$ cat src/rtl/csa_pkg.sv
package csa_pkg;

   typedef enum int {
      SPLIT_GRADED = 0,
      SPLIT_HALVES = 1
   } split_e;

   function automatic int seg_count(split_e mode);
      return (mode == SPLIT_GRADED) ? 4 : 2;
   endfunction

   function automatic int seg_width(split_e mode, int idx, int total);
      if (mode == SPLIT_HALVES) return total / 2;
      case (idx)
         0:       return 5;
         1:       return 7;
         2:       return 9;
         default: return 11;
      endcase
   endfunction

   function automatic int seg_base(split_e mode, int idx, int total);
      int acc;
      acc = 0;
      for (int k = 0; k < idx; k++) acc += seg_width(mode, k, total);
      return acc;
   endfunction

   function automatic int seg_span(split_e mode, int total);
      return seg_base(mode, seg_count(mode), total);
   endfunction

endpackage

$ cat src/rtl/csa_ripple.sv
module csa_ripple #(
   parameter int W = 8
) (
   input  logic [W-1:0] a,
   input  logic [W-1:0] b,
   input  logic         ci,
   output logic [W-1:0] s,
   output logic         co
);
   logic [W:0] chain;

   assign chain[0] = ci;

   for (genvar i = 0; i < W; i++) begin : g_bit
      logic half;
      assign half       = a[i] ^ b[i];
      assign s[i]       = half ^ chain[i];
      assign chain[i+1] = (a[i] & b[i]) | (half & chain[i]);
   end

   assign co = chain[W];
endmodule

$ cat src/rtl/csa_segment.sv
module csa_segment #(
   parameter int W        = 8,
   parameter bit IS_FIRST = 1'b0
) (
   input  logic [W-1:0] a,
   input  logic [W-1:0] b,
   input  logic         ci,
   output logic [W-1:0] s,
   output logic         co
);
   if (W < 1) begin : g_bad_w
      $error("csa_segment: W must be at least 1");
   end

   if (IS_FIRST) begin : g_direct
      csa_ripple #(.W(W)) u_chain (
         .a(a), .b(b), .ci(ci), .s(s), .co(co)
      );
   end else begin : g_select
      localparam logic [W-1:0] ONE = {{(W-1){1'b0}}, 1'b1};
      logic [W-1:0] sum_lo, sum_hi;
      logic         c_lo, c_hi;

      csa_ripple #(.W(W)) u_guess0 (
         .a(a), .b(b), .ci(1'b0), .s(sum_lo), .co(c_lo)
      );
      csa_ripple #(.W(W)) u_guess1 (
         .a(a), .b(b), .ci(1'b1), .s(sum_hi), .co(c_hi)
      );

      assign s  = ci ? sum_hi : sum_lo;
      assign co = ci ? c_hi   : c_lo;

      always_comb begin
         AST_GUESS_STEP: assert (sum_hi == sum_lo + ONE);
         AST_GUESS_CARRY: assert (!c_lo || c_hi);
      end
   end
endmodule

$ cat src/rtl/csa_out_stage.sv
module csa_out_stage #(
   parameter int W      = 32,
   parameter bit REG_EN = 1'b1
) (
   input  logic         clk,
   input  logic         rst_n,
   input  logic [W-1:0] d_sum,
   input  logic         d_co,
   output logic [W-1:0] q_sum,
   output logic         q_co
);
   if (REG_EN) begin : g_reg
      always_ff @(posedge clk or negedge rst_n) begin
         if (!rst_n) begin
            q_sum <= '0;
            q_co  <= 1'b0;
         end else begin
            q_sum <= d_sum;
            q_co  <= d_co;
         end
      end
   end else begin : g_wire
      assign q_sum = d_sum;
      assign q_co  = d_co;
   end
endmodule

$ cat src/rtl/csa_adder.sv
module csa_adder #(
   parameter int              WIDTH  = 32,
   parameter csa_pkg::split_e SPLIT  = csa_pkg::SPLIT_GRADED,
   parameter bit              OUT_REG = 1'b1
) (
   input  logic             clk,
   input  logic             rst_n,
   input  logic [WIDTH-1:0] op_a,
   input  logic [WIDTH-1:0] op_b,
   input  logic             carry_in,
   output logic [WIDTH-1:0] sum,
   output logic             carry_out
);
   import csa_pkg::*;

   localparam int NSEG = seg_count(SPLIT);
   localparam int W1   = WIDTH + 1;

   if (seg_span(SPLIT, WIDTH) != WIDTH) begin : g_bad_span
      $error("csa_adder: segment widths do not cover WIDTH");
   end
   if (SPLIT == SPLIT_HALVES && (WIDTH % 2) != 0) begin : g_bad_half
      $error("csa_adder: halves split needs an even WIDTH");
   end

   logic [NSEG:0]    seg_c;
   logic [WIDTH-1:0] raw_sum;

   assign seg_c[0] = carry_in;

   for (genvar g = 0; g < NSEG; g++) begin : g_seg
      localparam int BASE = seg_base(SPLIT, g, WIDTH);
      localparam int SW   = seg_width(SPLIT, g, WIDTH);

      csa_segment #(.W(SW), .IS_FIRST(g == 0)) u_seg (
         .a (op_a[BASE +: SW]),
         .b (op_b[BASE +: SW]),
         .ci(seg_c[g]),
         .s (raw_sum[BASE +: SW]),
         .co(seg_c[g+1])
      );
   end

   csa_out_stage #(.W(WIDTH), .REG_EN(OUT_REG)) u_out (
      .clk  (clk),
      .rst_n(rst_n),
      .d_sum(raw_sum),
      .d_co (seg_c[NSEG]),
      .q_sum(sum),
      .q_co (carry_out)
   );

   if (OUT_REG) begin : g_chk_reg
      AST_EXACT_SUM: assert property (@(posedge clk) disable iff (!rst_n)
         $past(rst_n) |-> {carry_out, sum} ==
            ($past({1'b0, op_a}) + $past({1'b0, op_b}) + {{WIDTH{1'b0}}, $past(carry_in)}));
      AST_FULL_RIPPLE: assert property (@(posedge clk) disable iff (!rst_n)
         ($past(rst_n) && $past(&(op_a ^ op_b)) && $past(carry_in)) |->
            (carry_out && sum == '0));
      AST_RESET_CLEAR: assert property (@(posedge clk)
         !rst_n |-> (sum == '0 && !carry_out));
   end else begin : g_chk_comb
      logic [W1-1:0] ref_val;
      assign ref_val = {1'b0, op_a} + {1'b0, op_b} + {{WIDTH{1'b0}}, carry_in};
      always_comb begin
         AST_EXACT_SUM_C: assert ({carry_out, sum} == ref_val);
      end
   end
endmodule

$ cat config.mk
export PLATFORM = sky130hd
export DESIGN_NAME = csa_adder
export DESIGN_NICKNAME = d
export VERILOG_FILES = /design/src/rtl/csa_pkg.sv /design/src/rtl/csa_ripple.sv /design/src/rtl/csa_segment.sv /design/src/rtl/csa_out_stage.sv /design/src/rtl/csa_adder.sv
export SDC_FILE = /design/constraint.sdc
export NUM_CORES = 1
export LEC_CHECK = 0
export BUFFER_PORTS_ARGS = -buffer_cell sky130_fd_sc_hd__buf_2
export CORE_MARGIN = 2
export CORE_UTILIZATION = 23
export CTS_CLUSTER_DIAMETER = 100
export CTS_CLUSTER_SIZE = 8
export DETAILED_ROUTE_END_ITERATION = 16
export PLACE_DENSITY = 0.53
export REMOVE_ABC_BUFFERS = 1
export SYNTH_ARGS = -nofsm -noshare
export SYNTH_HDL_FRONTEND = slang
export SYNTH_HIERARCHICAL = 1
export SYNTH_SLANG_ARGS = --single-unit
$ cat constraint.sdc
create_clock -name clk -period 0.8 [get_ports clk]
set_clock_uncertainty 0.2 [all_clocks]
set_input_delay 0.08 -clock clk [delete_from_list [all_inputs] [get_ports clk]]
set_output_delay 0.08 -clock clk [all_outputs]
set_load 0.01 [all_outputs]
---- Word-level counts from Yosys, hierarchy flattened ----
Index checks and enable logic that the tools add are counted.
word-level totals
  flip-flop bits (word level) ............. 33
  input bits .............................. 67
  output and inout bits ................... 33
cells by class
  multiplexer cells ....................... 6
  bitwise operators ....................... 229
operators with widths
  kind         number
  $and 1x1->1  85
  $xor 1x1->1  85
  $or 1x1->1   56
  $mux 11      1
  $mux 9       1
  $mux 7       1
  $mux 1       3
  $not 1->1    3

---- Depth between registers and ports, before layout ----
Gate-level depths: netlist (run 1).
  depth in word-level cells ............... 23
  mapped depth ............................ 16
  mapped depth without buffers ............ 16

---- Modules after synthesis ----
The synthesis (run 1) kept the hierarchy.
by module, submodules not included
  module                                             times used  cells each  area each (sq um)  sequential area each (sq um)
  csa_out_stage                                      1           33          825.8              825.8
  csa_ripple (g_seg[3].u_seg.g_select.u_guess0 ...)  2           21          257.7              0.0
  csa_ripple (g_seg[2].u_seg.g_select.u_guess0 ...)  2           19          217.7              0.0
  csa_ripple (g_seg[1].u_seg.g_select.u_guess0 ...)  2           17          177.7              0.0
  csa_segment (g_seg[3].u_seg)                       1           15          191.4              0.0
  csa_segment (g_seg[2].u_seg)                       1           13          168.9              0.0
  csa_segment (g_seg[1].u_seg)                       1           11          138.9              0.0
  csa_ripple (g_seg[0].u_seg.g_direct.u_chain)       1           15          137.6              0.0

---- Least setup slack after synthesis (run 1) ----
Ideal clock, no wire load.
  path type ............................... input-to-reg
  start point ............................. input op_a[21]
  end point ............................... register u_out.q_sum[31]
  setup time .............................. 0.064 ns
  arrival ................................. 4.357 ns
  required time ........................... 0.536 ns
  slack ................................... -3.821 ns
  cell stages on the path ................. 16
  cell sequence ........................... inv_1 fa_1 inv_1 fa_1 fa_1 fa_1 fa_1 fa_1 fa_1 fa_1 fa_1 fa_1 inv_1 fa_1 inv_1 mux2_4
RTL lines
  item                                    RTL line             RTL
  start, declared                         csa_adder.sv:8       input logic [WIDTH-1:0] op_a,
  $and 1x1->1 (2 in series)               csa_ripple.sv:18     assign chain[i+1] = (a[i] & b[i]) | (half & chain[i]);
  $or 1x1->1                              csa_ripple.sv:18
  $and 1x1->1                             csa_ripple.sv:18
  $or 1x1->1                              csa_ripple.sv:18
  $and 1x1->1                             csa_ripple.sv:18
  $or 1x1->1                              csa_ripple.sv:18
  $and 1x1->1                             csa_ripple.sv:18
  $or 1x1->1                              csa_ripple.sv:18
  [6 not listed]                          -
  $and 1x1->1                             csa_ripple.sv:18
  $or 1x1->1                              csa_ripple.sv:18
  $and 1x1->1                             csa_ripple.sv:18
  $or 1x1->1                              csa_ripple.sv:18
  $xor 1x1->1                             csa_ripple.sv:17     assign s[i] = half ^ chain[i];
  via g_seg[3].u_seg.g_select.sum_lo[10]  csa_segment.sv:21    logic [W-1:0] sum_lo, sum_hi;
  $mux 11                                 csa_segment.sv:31    assign s = ci ? sum_hi : sum_lo;
  via raw_sum[31]                         csa_adder.sv:27      logic [WIDTH-1:0] raw_sum;
  end signal, assigned                    csa_out_stage.sv:18  q_sum <= d_sum;
  end, declared                           csa_out_stage.sv:9   output logic [W-1:0] q_sum,
The timed path passes the listed nets, and every way through them passes these cells.

---- Final worst setup path (run 1) ----
  start point ............................. input op_b[21]
  end point ............................... register u_out.q_sum[31]
RTL lines
  item                                    RTL line           RTL
  start, declared                         csa_adder.sv:9     input logic [WIDTH-1:0] op_b,
  $and 1x1->1 (2 in series)               csa_ripple.sv:18
  $or 1x1->1                              csa_ripple.sv:18
  $and 1x1->1                             csa_ripple.sv:18
  $or 1x1->1                              csa_ripple.sv:18
  $and 1x1->1                             csa_ripple.sv:18
  $or 1x1->1                              csa_ripple.sv:18
  $and 1x1->1                             csa_ripple.sv:18
  $or 1x1->1                              csa_ripple.sv:18
  [6 not listed]                          -
  $and 1x1->1                             csa_ripple.sv:18
  $or 1x1->1                              csa_ripple.sv:18
  $and 1x1->1                             csa_ripple.sv:18
  $or 1x1->1                              csa_ripple.sv:18
  $xor 1x1->1                             csa_ripple.sv:17
  via g_seg[3].u_seg.g_select.sum_lo[10]  csa_segment.sv:21
  $mux 11                                 csa_segment.sv:31
  via raw_sum[31]                         csa_adder.sv:27
The timed path passes the listed nets, and every way through them passes these cells.

==> reports/metrics.yaml, run 1 <==
synthSimpleGateAreaFrac_pct: 0
drt_pass1_iterations: 3
hold_buffers: 1
yosys_warnings: 6
core.rowCount: 40
synth_compound_area_share_pct: 0
cp_slowest_cell: "fa_2"
setup_ws_ns: -3.43
clk_path_buf_depth: 2
fin_setup_tns_ns: -81.84
post-place-ws_ns: -4.12
slew_violations: 0
syn2layout_area_growth_pct: 42.9
hold_viol_final: 4
postRouteAntennaNets: 0
grt_overflow: 0
port_buffers: 99
num_io_pins: 100
violations: "negative hold slack, negative setup slack"
finalNetCount: 436
routed_via_density: 3.71
ys_seq_area_share_pct: 29.8
die_area_um2: 12900
diodes: 0
hp-class: "input port to register"
muxShareOfSynthArea_pct: 16.0
yosys_register_bits: 33
status: "finished with violations"
post-place-cells: 447
coreArea_um2: 11900
via_count: 1698
setup_violations: 65
dp_hpwl_um: 4860
clock.fmax_mhz: 237
fin_crit_ns: 4.23
synth_top_area_share_pct: 42.7
worstSetupEndpointType: "register"
hold_ws_ns: -0.0899
synth_fa_ha_area_share_pct: 42.7
maxCapViolCount: 0
gp_congestion: 0.703
cts_made_buffers: 5
dieHeight_um: 114
die_w_um: 114
cts.clk_slew.worst_paths_ns: 0.05
drt_wl_total_um: 6050
p_per_area_nw_per_um2: 1780
start_util_pct: 23.3
drc: 0
track_usage_pct: 9.93
grt_pass1_vias: 1987
fill_cells: 1172
ctsRootBufferMaster: "clkbuf_16"
antenna_found_initial: 0
yosys.area.top_type: "fa_1"
critPathMaxStageDelay_ns: 0.43
rsz0062_at_grt: "yes"
place_area_um2: 3450
synth_xor_xnor_area_share_pct: 0
layout.core_utilization_pct: 33.4
first_iter_violations: 51
grt_pass1_wl_um: 9560
worst_ep_arrival_time_ns: 4.25
leakagePower_nw: 1.91
finalInstanceArea_um2: 3960
cts_tree: "done"
synth_area_leaders: "fa_1, dfrtp_1, mux2_4, inv_1, buf_6"
crit_path_frequent_cell: "fa_2"
fin_cells: 458
syn-cell-area_um2: 2770
syn_inst: 201
crit_type: "input port to register"
htreeDepth: 2
crit_fanout: 2
synth_top_family_by_area: "adder cells"
cp-start-kind: "input port"
drive_gt1_share_pct: 74.3
peakVddDrop_v: 0.000740
ys_types: 7
grt_max_degree: 34
clock-sinks: 33
syn_avg_cell_area_um2: 13.8
required_ns: 0.82
period_share_pct: 528
path_cells: "buf_8, inv_4, fa_2, inv_2, fa_2, fa_2, fa_2, fa_2, fa_2, fa_2, fa_2, fa_2, fa_2, inv_2, fa_2, inv_2, mux2_4"
routedWlPerCell_um: 13.2
cts_setup_buffers: 0
==> routing by layer <==
metal	wire length, um	vias to the layer above	track usage (%)
li1	-	770	-
met5	0	-	0
met2	3530	45	19.0
met4	115	0	3.90
met1	2120	876	10.5
met3	288	7	2.18
==> critical path: cells and delay by family <==
family | cells | cell delay (ns)
buffers and inverters | 5 | 0.30
adder cells (fa/ha/maj) | 11 | 3.73
multiplexers | 1 | 0.13
==> Yosys cell counts <==
library cell	count
dfrtp_1	33
conb_1	6
mux2_2	2
mux2_4	28
inv_1	70
fa_1	59
buf_6	3
==> per-stage QoR <==
stage / hold WS [ns] / power [mW]
floorplan: -0.416 / 3.75
global placement: -0.144 / 4.77
detailed placement: -0.140 / 4.84
CTS: -0.102 / 7.18
global route: -0.0876 / 7.60
finish: -0.0899 / 7.05
==> layout make-up <==
cell class | count | area [um2] | share of cell area [%]
multi-input combinational | 96 | 1800 | 45.5
sequential | 33 | 826 | 20.9
timing repair buffer | 104 | 711 | 18.0
inverter | 70 | 298 | 7.53
tap | 147 | 184 | 4.65
clock buffer | 8 | 136 | 3.45
==> logic make-up after synthesis <==
family / count (synthesis)
buffers and inverters: 73
adder cells (fa/ha/maj): 59
other: 6
flip-flops: 33
multiplexers: 30
==> state kept, by name, summed over array words and instances (netlist names) <==
register and count:
u_out/q_co 1, u_out/q_sum 32
==> path summary, 6_finish.rpt <==
kind / start / endpoint / slack, ns / depth (start not counted)
max: op_b[21] / u_out/q_sum[31] / -3.43 / 17
min: op_b[3] / u_out/q_sum[3] / -0.09 / 2
max in group asynchronous: rst_n / u_out/q_sum[24] / 0.11 / 3
min in group asynchronous: rst_n / u_out/q_sum[10] / 0.10 / 3
==> cells in the final DEF, fill, tap and decap left out <==
master         instances
inv_2                 23
clkbuf_16              5
buf_16                 1
mux2_4                29
fa_2                  56
buf_6                 10
clkinv_4               1
inv_4                 12
inv_1                 34
buf_8                  7
mux2_2                 2
buf_12                 2
dlygate4sd3_1          1
clkbuf_1               3
conb_1                 6
fa_1                   3
dfrtp_1               33
buf_2                 83
==> report_power, final <==
group          switching (mW)  total [mW]  internal (mW)
Sequential              0.139        2.23           2.09
Clock                   0.682        1.84           1.16
Combinational            1.32        2.98           1.66
Total                    2.14        7.05           4.91
==> repair_timing <==
action                                  in CTS  in global routing
endpoints found under the setup margin      65                 65
resized for setup                          114                 24
pin swaps                                    3                  2
hold endpoints to repair                    37                  4
cloned                                       2                  0
(Power assumes the default switching activity.)
==> run 2: changes to the inputs <==
Settings changed: ABC_AREA set to 1.
==> run 2 against run 1 <==
Against the previous run:
- the run still ends with negative hold slack, negative setup slack left
- sequential share of layout area down 0.27 points
- final area rose by 1.3%
- sequential cell count did not move
- fmax grew 0.81%
- die area down 3.0%
- count of clock-buffer cells in the layout is 1 lower
- utilization grew 1.8 points
- cell count grew 14%
- combinational power about the same
- largest cell class unchanged
- largest power group unchanged
- highest routed layer unchanged
==> reports/metrics.yaml, run 2 <==
maxCapViolCount: 0  # unchanged
coreArea_um2: 11400  # was 11,900 um2
crit_path_frequent_cell: "fa_2"  # unchanged
hold_buffers: 1  # unchanged
grt_pass1_wl_um: 10100  # was 9560 um
period_share_pct: 524  # was 528%
worst_ep_arrival_time_ns: 4.21  # was 4.25 ns
synth_top_family_by_area: "adder cells"  # unchanged
fin_setup_tns_ns: -76.53  # was -81.84 ns
final_cell_mix: "buf_2, fa_2, nand2_1"  # was buf_2, fa_2, inv_1
routed_via_density: 3.79  # was 3.71
crit_fanout: 2  # unchanged
fill_cells: 1191  # was 1,172
htreeDepth: 2  # unchanged
synth_area_leaders: "fa_1, dfrtp_1, nand2_1, inv_1, buf_6"  # was fa_1, dfrtp_1, mux2_4, inv_1, buf_6
die_area_um2: 12500  # was 12,900 um2
use_met1_pct: 10.6  # was 10.5%
synthSimpleGateAreaFrac_pct: 12.6  # was 0%
ys_seq_area_share_pct: 30.8  # was 29.8%
peakVddDrop_v: 0.000786  # was 0.000740 V
hold_viol_final: 3  # was 4
drive_gt1_share_pct: 64.4  # was 74.3%
leakagePower_nw: 2.01  # was 1.91 nW
met2_usage_pct: 20.8  # was 19.0%
antenna_found_initial: 0  # unchanged
synth_xor_xnor_area_share_pct: 0  # unchanged
post-place-ws_ns: -4.14  # was -4.12 ns
syn_inst: 265  # was 201
yosysMostFrequentCell: "nand2_1"  # was inv_1
violations: "negative hold slack, negative setup slack"  # unchanged
syn2layout_area_growth_pct: 49.4  # was 42.9%
cp_slowest_cell: "fa_2"  # unchanged
clock-sinks: 33  # unchanged
grt_pass1_vias: 2159  # was 1,987
syn-cell-area_um2: 2680  # was 2770 um2
use_met3_pct: 1.91  # was 2.18%
drt_wl_total_um: 6290  # was 6050 um
final_common_cell: "buf_2"  # unchanged
clk_path_buf_depth: 2  # unchanged
ys_types: 8  # was 7
finalNetCount: 505  # was 436
required_ns: 0.81  # was 0.82 ns
yosys.area.top_type: "fa_1"  # unchanged
postRouteAntennaNets: 0  # unchanged
hold_ws_ns: -0.0770  # was -0.0899 ns
ctsRootBufferMaster: "clkbuf_16"  # unchanged
yosys_register_bits: 33  # unchanged
dp_hpwl_um: 5210  # was 4860 um
layout.core_utilization_pct: 35.1  # was 33.4%
synth_compound_area_share_pct: 0  # unchanged
top_register: "u_out/q_sum"  # unchanged
netlist_top_cells_count: "nand2_1, inv_1, fa_1"  # was inv_1, fa_1, dfrtp_1
syn_avg_cell_area_um2: 10.1  # was 13.8 um2
setup_ws_ns: -3.39  # was -3.43 ns
path_cells: "buf_8, inv_4, fa_2, inv_2, fa_2, fa_2, fa_2, fa_2, fa_2, fa_2, fa_2, fa_2, fa_2, inv_2, fa_2, inv_1, nand2_1, nand2_1"  # was buf_8, inv_4, fa_2, inv_2, fa_2, fa_2, fa_2, fa_2, fa_2, fa_2, fa_2, fa_2, fa_2, inv_2, fa_2, inv_2, mux2_4
p_per_area_nw_per_um2: 1770  # was 1780 nW/um2
via_count: 1980  # was 1,698
num_io_pins: 100  # unchanged
grt_max_degree: 34  # unchanged
slew_violations: 0  # unchanged
worstSetupEndpointType: "register"  # unchanged
core.rowCount: 39  # was 40
top_regs: "u_out/q_sum x32, u_out/q_co x1"  # unchanged
crit_path_start: "op_a[21]"  # was op_b[21]
setup_violations: 65  # unchanged
gp_congestion: 0.750  # was 0.703
cts_made_buffers: 5  # unchanged
synthFlopType: "dfrtp_1"  # unchanged
seq_area_um2: 826  # unchanged
crit_type: "input port to register"  # unchanged
largest_reg_flops: 32  # unchanged
cts.clk_slew.worst_paths_ns: 0.05  # about the same
track_usage_pct: 10.4  # was 9.93%
clock.fmax_mhz: 238  # was 237 MHz
port_buffers: 99  # unchanged
diodes: 0  # unchanged
p_total_mw: 7.09  # was 7.05 mW
fin_crit_ns: 4.19  # was 4.23 ns
drc: 0  # unchanged
rsz0062_at_grt: "yes"  # unchanged
synth_fa_ha_area_share_pct: 44.0  # was 42.7%
synthArstFlopShare_pct: 100  # unchanged
start_util_pct: 23.5  # was 23.3%
muxShareOfSynthArea_pct: 0  # was 16.0%
first_iter_violations: 71  # was 51
multi_input_area_um2: 1780  # was 1800 um2
cts_tree: "done"  # unchanged
busiest_layer: "met2"  # unchanged
synth_top_area_share_pct: 44.0  # was 42.7%
endpoint: "u_out/q_sum[31]"  # unchanged
critPathMaxStageDelay_ns: 0.41  # was 0.43 ns
yosys_warnings: 6  # unchanged
dieHeight_um: 112  # was 114 um
drt_pass1_iterations: 3  # unchanged
cp-start-kind: "input port"  # unchanged
die_w_um: 112  # was 114 um
synth_edf_count: 0  # unchanged
hp-class: "input port to register"  # unchanged
routedWlPerCell_um: 12.0  # was 13.2 um
grt_overflow: 0  # unchanged
status: "finished with violations"  # unchanged
run 2: cell types whose count changed after synthesis:
cell     before  now
buf_4         0    1
inv_2         0    3
mux2_2        2    0
mux2_4       28    0
nand2_1       0   90
run 2: cell families (layout without fill, tap and decap cells):
logic type               Yosys count  in the layout
buffers and inverters             77            191
other                              6              6
adder cells (fa/ha/maj)           59             59
AND/OR/NAND/NOR                   90             90
flip-flops                        33             33
run 2: layer usage:
metal / routed length (um) / share of wire [%]
met1: 2160 / 34
met2: 3770 / 60
met3: 226 / 3.6
met4: 123 / 2.0
met5: 0 / 0
run 2: critical path, delay by kind of cell:
kind,cells,cell delay (ns)
fa+ha+maj,11,3.71
buf+inv,5,0.30
simple gates,2,0.10
run 2: what timing repair did:
action,4_1_cts,5_1_grt
setup endpoints to repair,65,66
resized for setup,124,57
hold endpoints to repair,37,3
setup buffers,0,3
gates cloned,2,0
pin swaps,18,21
run 2: final cells by class:
cell class / instances / share of cell area (%)
timing repair buffer: 111 / 19.1
inverter: 73 / 7.96
tap: 143 / 4.46
multi-input combinational: 155 / 44.3
clock buffer: 7 / 3.56
sequential: 33 / 20.6
run 2: where the power goes:
part           switching, mW  internal, mW  leakage [nW]
registers              0.145          2.08         0.393
logic                   1.57          1.43          1.54
clock network          0.649          1.22        0.0700
total                   2.36          4.73          2.01
run 2: worst min path at each step:
stage	from	end	slack [ns]	cells past startpoint
6_report	op_b[1]	u_out/q_sum[1]	-0.08	2
3_5_place_dp	rst_n	u_out/q_sum[6]	-0.14	2
2_1_floorplan	rst_n	u_out/q_co	-0.42	0
5_1_grt	op_b[3]	u_out/q_sum[3]	-0.07	2
4_1_cts	op_b[1]	u_out/q_sum[1]	-0.08	2
3_3_place_gp	rst_n	u_out/q_sum[7]	-0.14	2
run 2: through the flow:
| step | instance area [um2] | std cells |
|---|---|---|
| 3_3_place_gp | 3390 | 511 |
| 6_report | 4010 | 522 |
| 5_1_grt | 4010 | 522 |
| 4_1_cts | 3860 | 521 |
| 3_5_place_dp | 3390 | 511 |
| 2_1_floorplan | 2640 | 261 |
==> run 3: changes to the inputs <==
Settings changed: ABC_AREA 1 to unset, PLACE_DENSITY 0.53 to 0.58, SYNTH_HIERARCHICAL 1 to unset.
==> run 3 against run 2 <==
Against the previous run:
- non-clock buffer count is 3 lower
- sequential power is 6% lower
- cell count is 45% lower
- die area is 39% lower
- the flow still finishes with violations (negative hold slack, negative setup slack)
- highest routed layer unchanged
- clock power is 37% lower
- critical path type unchanged
- worst hold slack worse by 0.014 ns
- utilization is 2.3 points higher
- synthesized cell count is 65% lower
- critical path depth is 20 higher
- power is 33% lower
- count of clock-buffer cells in the layout is 1 higher
- final area is 37% lower
==> reports/metrics.yaml, run 3 <==
status: "finished with violations"  # unchanged
violations: "negative hold slack, negative setup slack"  # unchanged
start_util_pct: 23.7  # was 23.5%
coreArea_um2: 6760  # was 11,400 um2
first_iter_violations: 6  # was 71
ctsRootBufferMaster: "clkbuf_8"  # was clkbuf_16
maxCapViolCount: 0  # unchanged
crit_fanout: 2  # unchanged
top_regs: "u_out.q_sum x32, u_out.q_co x1"  # was u_out/q_sum x32, u_out/q_co x1
num_io_pins: 100  # unchanged
crit_type: "input port to register"  # unchanged
drive_gt1_share_pct: 70.8  # was 64.4%
dieHeight_um: 87.5  # was 112 um
use_met3_pct: 2.75  # was 1.91%
busiest_layer: "met2"  # unchanged
worstSetupEndpointType: "register"  # unchanged
relSlewSlack_pct: 86.8
routedWlPerCell_um: 11.4  # was 12.0 um
syn_inst: 93  # was 265
seq_area_um2: 826  # unchanged
grt_max_degree: 34  # unchanged
multi_input_area_um2: 790  # was 1780 um2
die_area_um2: 7660  # was 12,500 um2
crit_path_frequent_cell: "fa_2"  # unchanged
p_per_area_nw_per_um2: 1870  # was 1770 nW/um2
place_area_um2: 2230  # was 3390 um2
hp-class: "input port to register"  # unchanged
syn-cell-area_um2: 1600  # was 2680 um2
fin_crit_ns: 10.88  # was 4.19 ns
fill_cells: 665  # was 1,191
port_buffers: 99  # unchanged
required_ns: 0.82  # was 0.81 ns
synthArstFlopShare_pct: 100  # unchanged
diodes: 0  # unchanged
drc: 0  # unchanged
period_share_pct: 1360  # was 524%
ys_seq_area_share_pct: 51.5  # was 30.8%
drt_pass1_iterations: 2  # was 3
clock.fmax_mhz: 91.9  # was 238 MHz
finalNetCount: 310  # was 505
critPathMaxStageDelay_ns: 0.41  # about the same
yosys_register_bits: 33  # unchanged
grt_pass1_wl_um: 5200  # was 10,100 um
postRouteAntennaNets: 0  # unchanged
final_common_cell: "buf_2"  # unchanged
cts_made_buffers: 5  # unchanged
yosysMostFrequentCell: "dfrtp_1"  # was nand2_1
clk_path_buf_depth: 2  # unchanged
hold_buffers: 1  # unchanged
htreeDepth: 2  # unchanged
use_met1_pct: 8.97  # was 10.6%
leakagePower_nw: 1.24  # was 2.01 nW
met2_usage_pct: 16.9  # was 20.8%
top_register: "u_out.q_sum"  # was u_out/q_sum
largest_reg_flops: 32  # unchanged
rsz0062_at_grt: "yes"  # unchanged
syn_avg_cell_area_um2: 17.2  # was 10.1 um2
die_w_um: 87.5  # was 112 um
antenna_found_initial: 0  # unchanged
gp_congestion: 0.608  # was 0.750
dp_hpwl_um: 2660  # was 5210 um
synthFlopType: "dfrtp_1"  # unchanged
synth_area_leaders: "dfrtp_1, fa_1, ha_1, inv_1, xor2_1"  # was fa_1, dfrtp_1, nand2_1, inv_1, buf_6
clock-sinks: 33  # unchanged
finalInstanceArea_um2: 2530  # was 4010 um2
layout.core_utilization_pct: 37.4  # was 35.1%
cts_tree: "done"  # unchanged
setup_ws_ns: -10.08  # was -3.39 ns
drt_wl_total_um: 3300  # was 6290 um
hold_viol_final: 30  # was 3
syn2layout_area_growth_pct: 57.6  # was 49.4%
cp_slowest_cell: "fa_2"  # unchanged
grt_pass1_vias: 1230  # was 2,159
worst_ep_arrival_time_ns: 10.90  # was 4.21 ns
worst_pin_slew_ns: 0.193
ys_types: 8  # unchanged
yosys.area.top_type: "dfrtp_1"  # was fa_1
core.rowCount: 30  # was 39
hold_ws_ns: -0.0915  # was -0.0770 ns
routed_via_density: 3.84  # was 3.79
final_cell_mix: "buf_2, dfrtp_1, fa_2"  # was buf_2, fa_2, nand2_1
peakVddDrop_v: 0.000567  # was 0.000786 V
cp-start-kind: "input port"  # unchanged
synth_edf_count: 0  # unchanged
netlist_top_cells_count: "dfrtp_1, fa_1, inv_1"  # was nand2_1, inv_1, fa_1
yosys_warnings: 0  # was 6
setup_violations: 66  # was 65
grt_overflow: 0  # unchanged
via_count: 1111  # was 1,980
track_usage_pct: 9.05  # was 10.4%
cts.clk_slew.worst_paths_ns: 0.06  # was 0.05 ns
synth_top_area_share_pct: 51.5  # was 44.0%
slew_violations: 0  # unchanged
==> run 3: changes by cell type after synthesis, sizes merged <==
cell / before / now
nand2: 90 / 0
inv: 73 / 18
fa: 59 / 29
conb: 6 / 0
ha: 0 / 6
buf: 4 / 0
xor2: 0 / 3
mux2i: 0 / 2
a21oi: 0 / 1
nor2: 0 / 1
==> run 3: power breakdown <==
group	internal (mW)	switching, mW	leakage (nW)
Sequential	2.00	0.0946	0.385
Clock	0.618	0.562	0.0395
Combinational	0.764	0.681	0.814
==> run 3: path summary, 6_finish.rpt <==
kind / slack (ns) / depth (start not counted) / from / endpoint
max: -10.08 / 38 / carry_in / u_out.q_sum[31]
min: -0.09 / 2 / op_b[26] / u_out.q_sum[26]
max in group asynchronous: 0.14 / 3 / rst_n / u_out.q_sum[18]
min in group asynchronous: 0.09 / 3 / rst_n / u_out.q_sum[8]
==> run 3: cell type report <==
class	count	area share [%]
inverters	18	2.87
clock buffers	8	3.17
repair buffers	108	26.1
flip-flops and latches	33	32.7
well taps	80	3.96
multi-input cells	42	31.2
==> run 3: what timing repair did <==
action | 4_1_cts | 5_1_grt
setup endpoints to repair | 65 | 66
setup buffers | 3 | 2
resized for setup | 37 | 16
pin swaps | 3 | 1
hold endpoints to repair | 64 | 29
==> run 3: per-layer routing <==
layer | up-vias | routed length [um] | part of all wire (%)
met5 | - | 0 | 0
met4 | 0 | 55 | 1.7
met3 | 5 | 233 | 7.1
met2 | 56 | 1910 | 58
met1 | 554 | 1110 | 34
li1 | 496 | - | -
==> run 3: worst max-delay path: cells and delay by family <==
| family | cells | cell delay [ns] |
|---|---|---|
| buffers and inverters | 5 | 0.30 |
| adders and majority gates | 29 | 10.07 |
| muxes | 2 | 0.29 |
| AOI/OAI and AO/OA | 1 | 0.05 |
| and+or+nand+nor | 1 | 0.10 |
==> run 3: logic make-up (layout without fill, tap and decap cells) <==
| kind of cell | count (synthesis) | in the layout | synth area share, % |
|---|---|---|---|
| multiplexers | 2 | 2 | 1.25 |
| adder cells (fa/ha/maj) | 35 | 35 | 40.9 |
| AO/OA/AOI/OAI | 1 | 1 | 0.312 |
| flip-flops | 33 | 33 | 51.5 |
| AND/OR/NAND/NOR | 1 | 1 | 0.234 |
| buffers and inverters | 18 | 134 | 4.21 |
| XOR/XNOR | 3 | 3 | 1.64 |
==> run 3: per-stage QoR <==
| stage | instances | setup slack, ns | TNS, ns | total power, mW |
|---|---|---|---|---|
| 6_report | 289 | -10.08 | -176.15 | 4.72 |
| 5_1_grt | 289 | -10.42 | -183.41 | 5.08 |
| 3_5_place_dp | 275 | -11.61 | -197.29 | 3.36 |
| 3_3_place_gp | 275 | -11.47 | -194.08 | 3.33 |
| 2_1_floorplan | 93 | -11.06 | -184.63 | 2.61 |
| 4_1_cts | 287 | -10.08 | -176.53 | 4.69 |
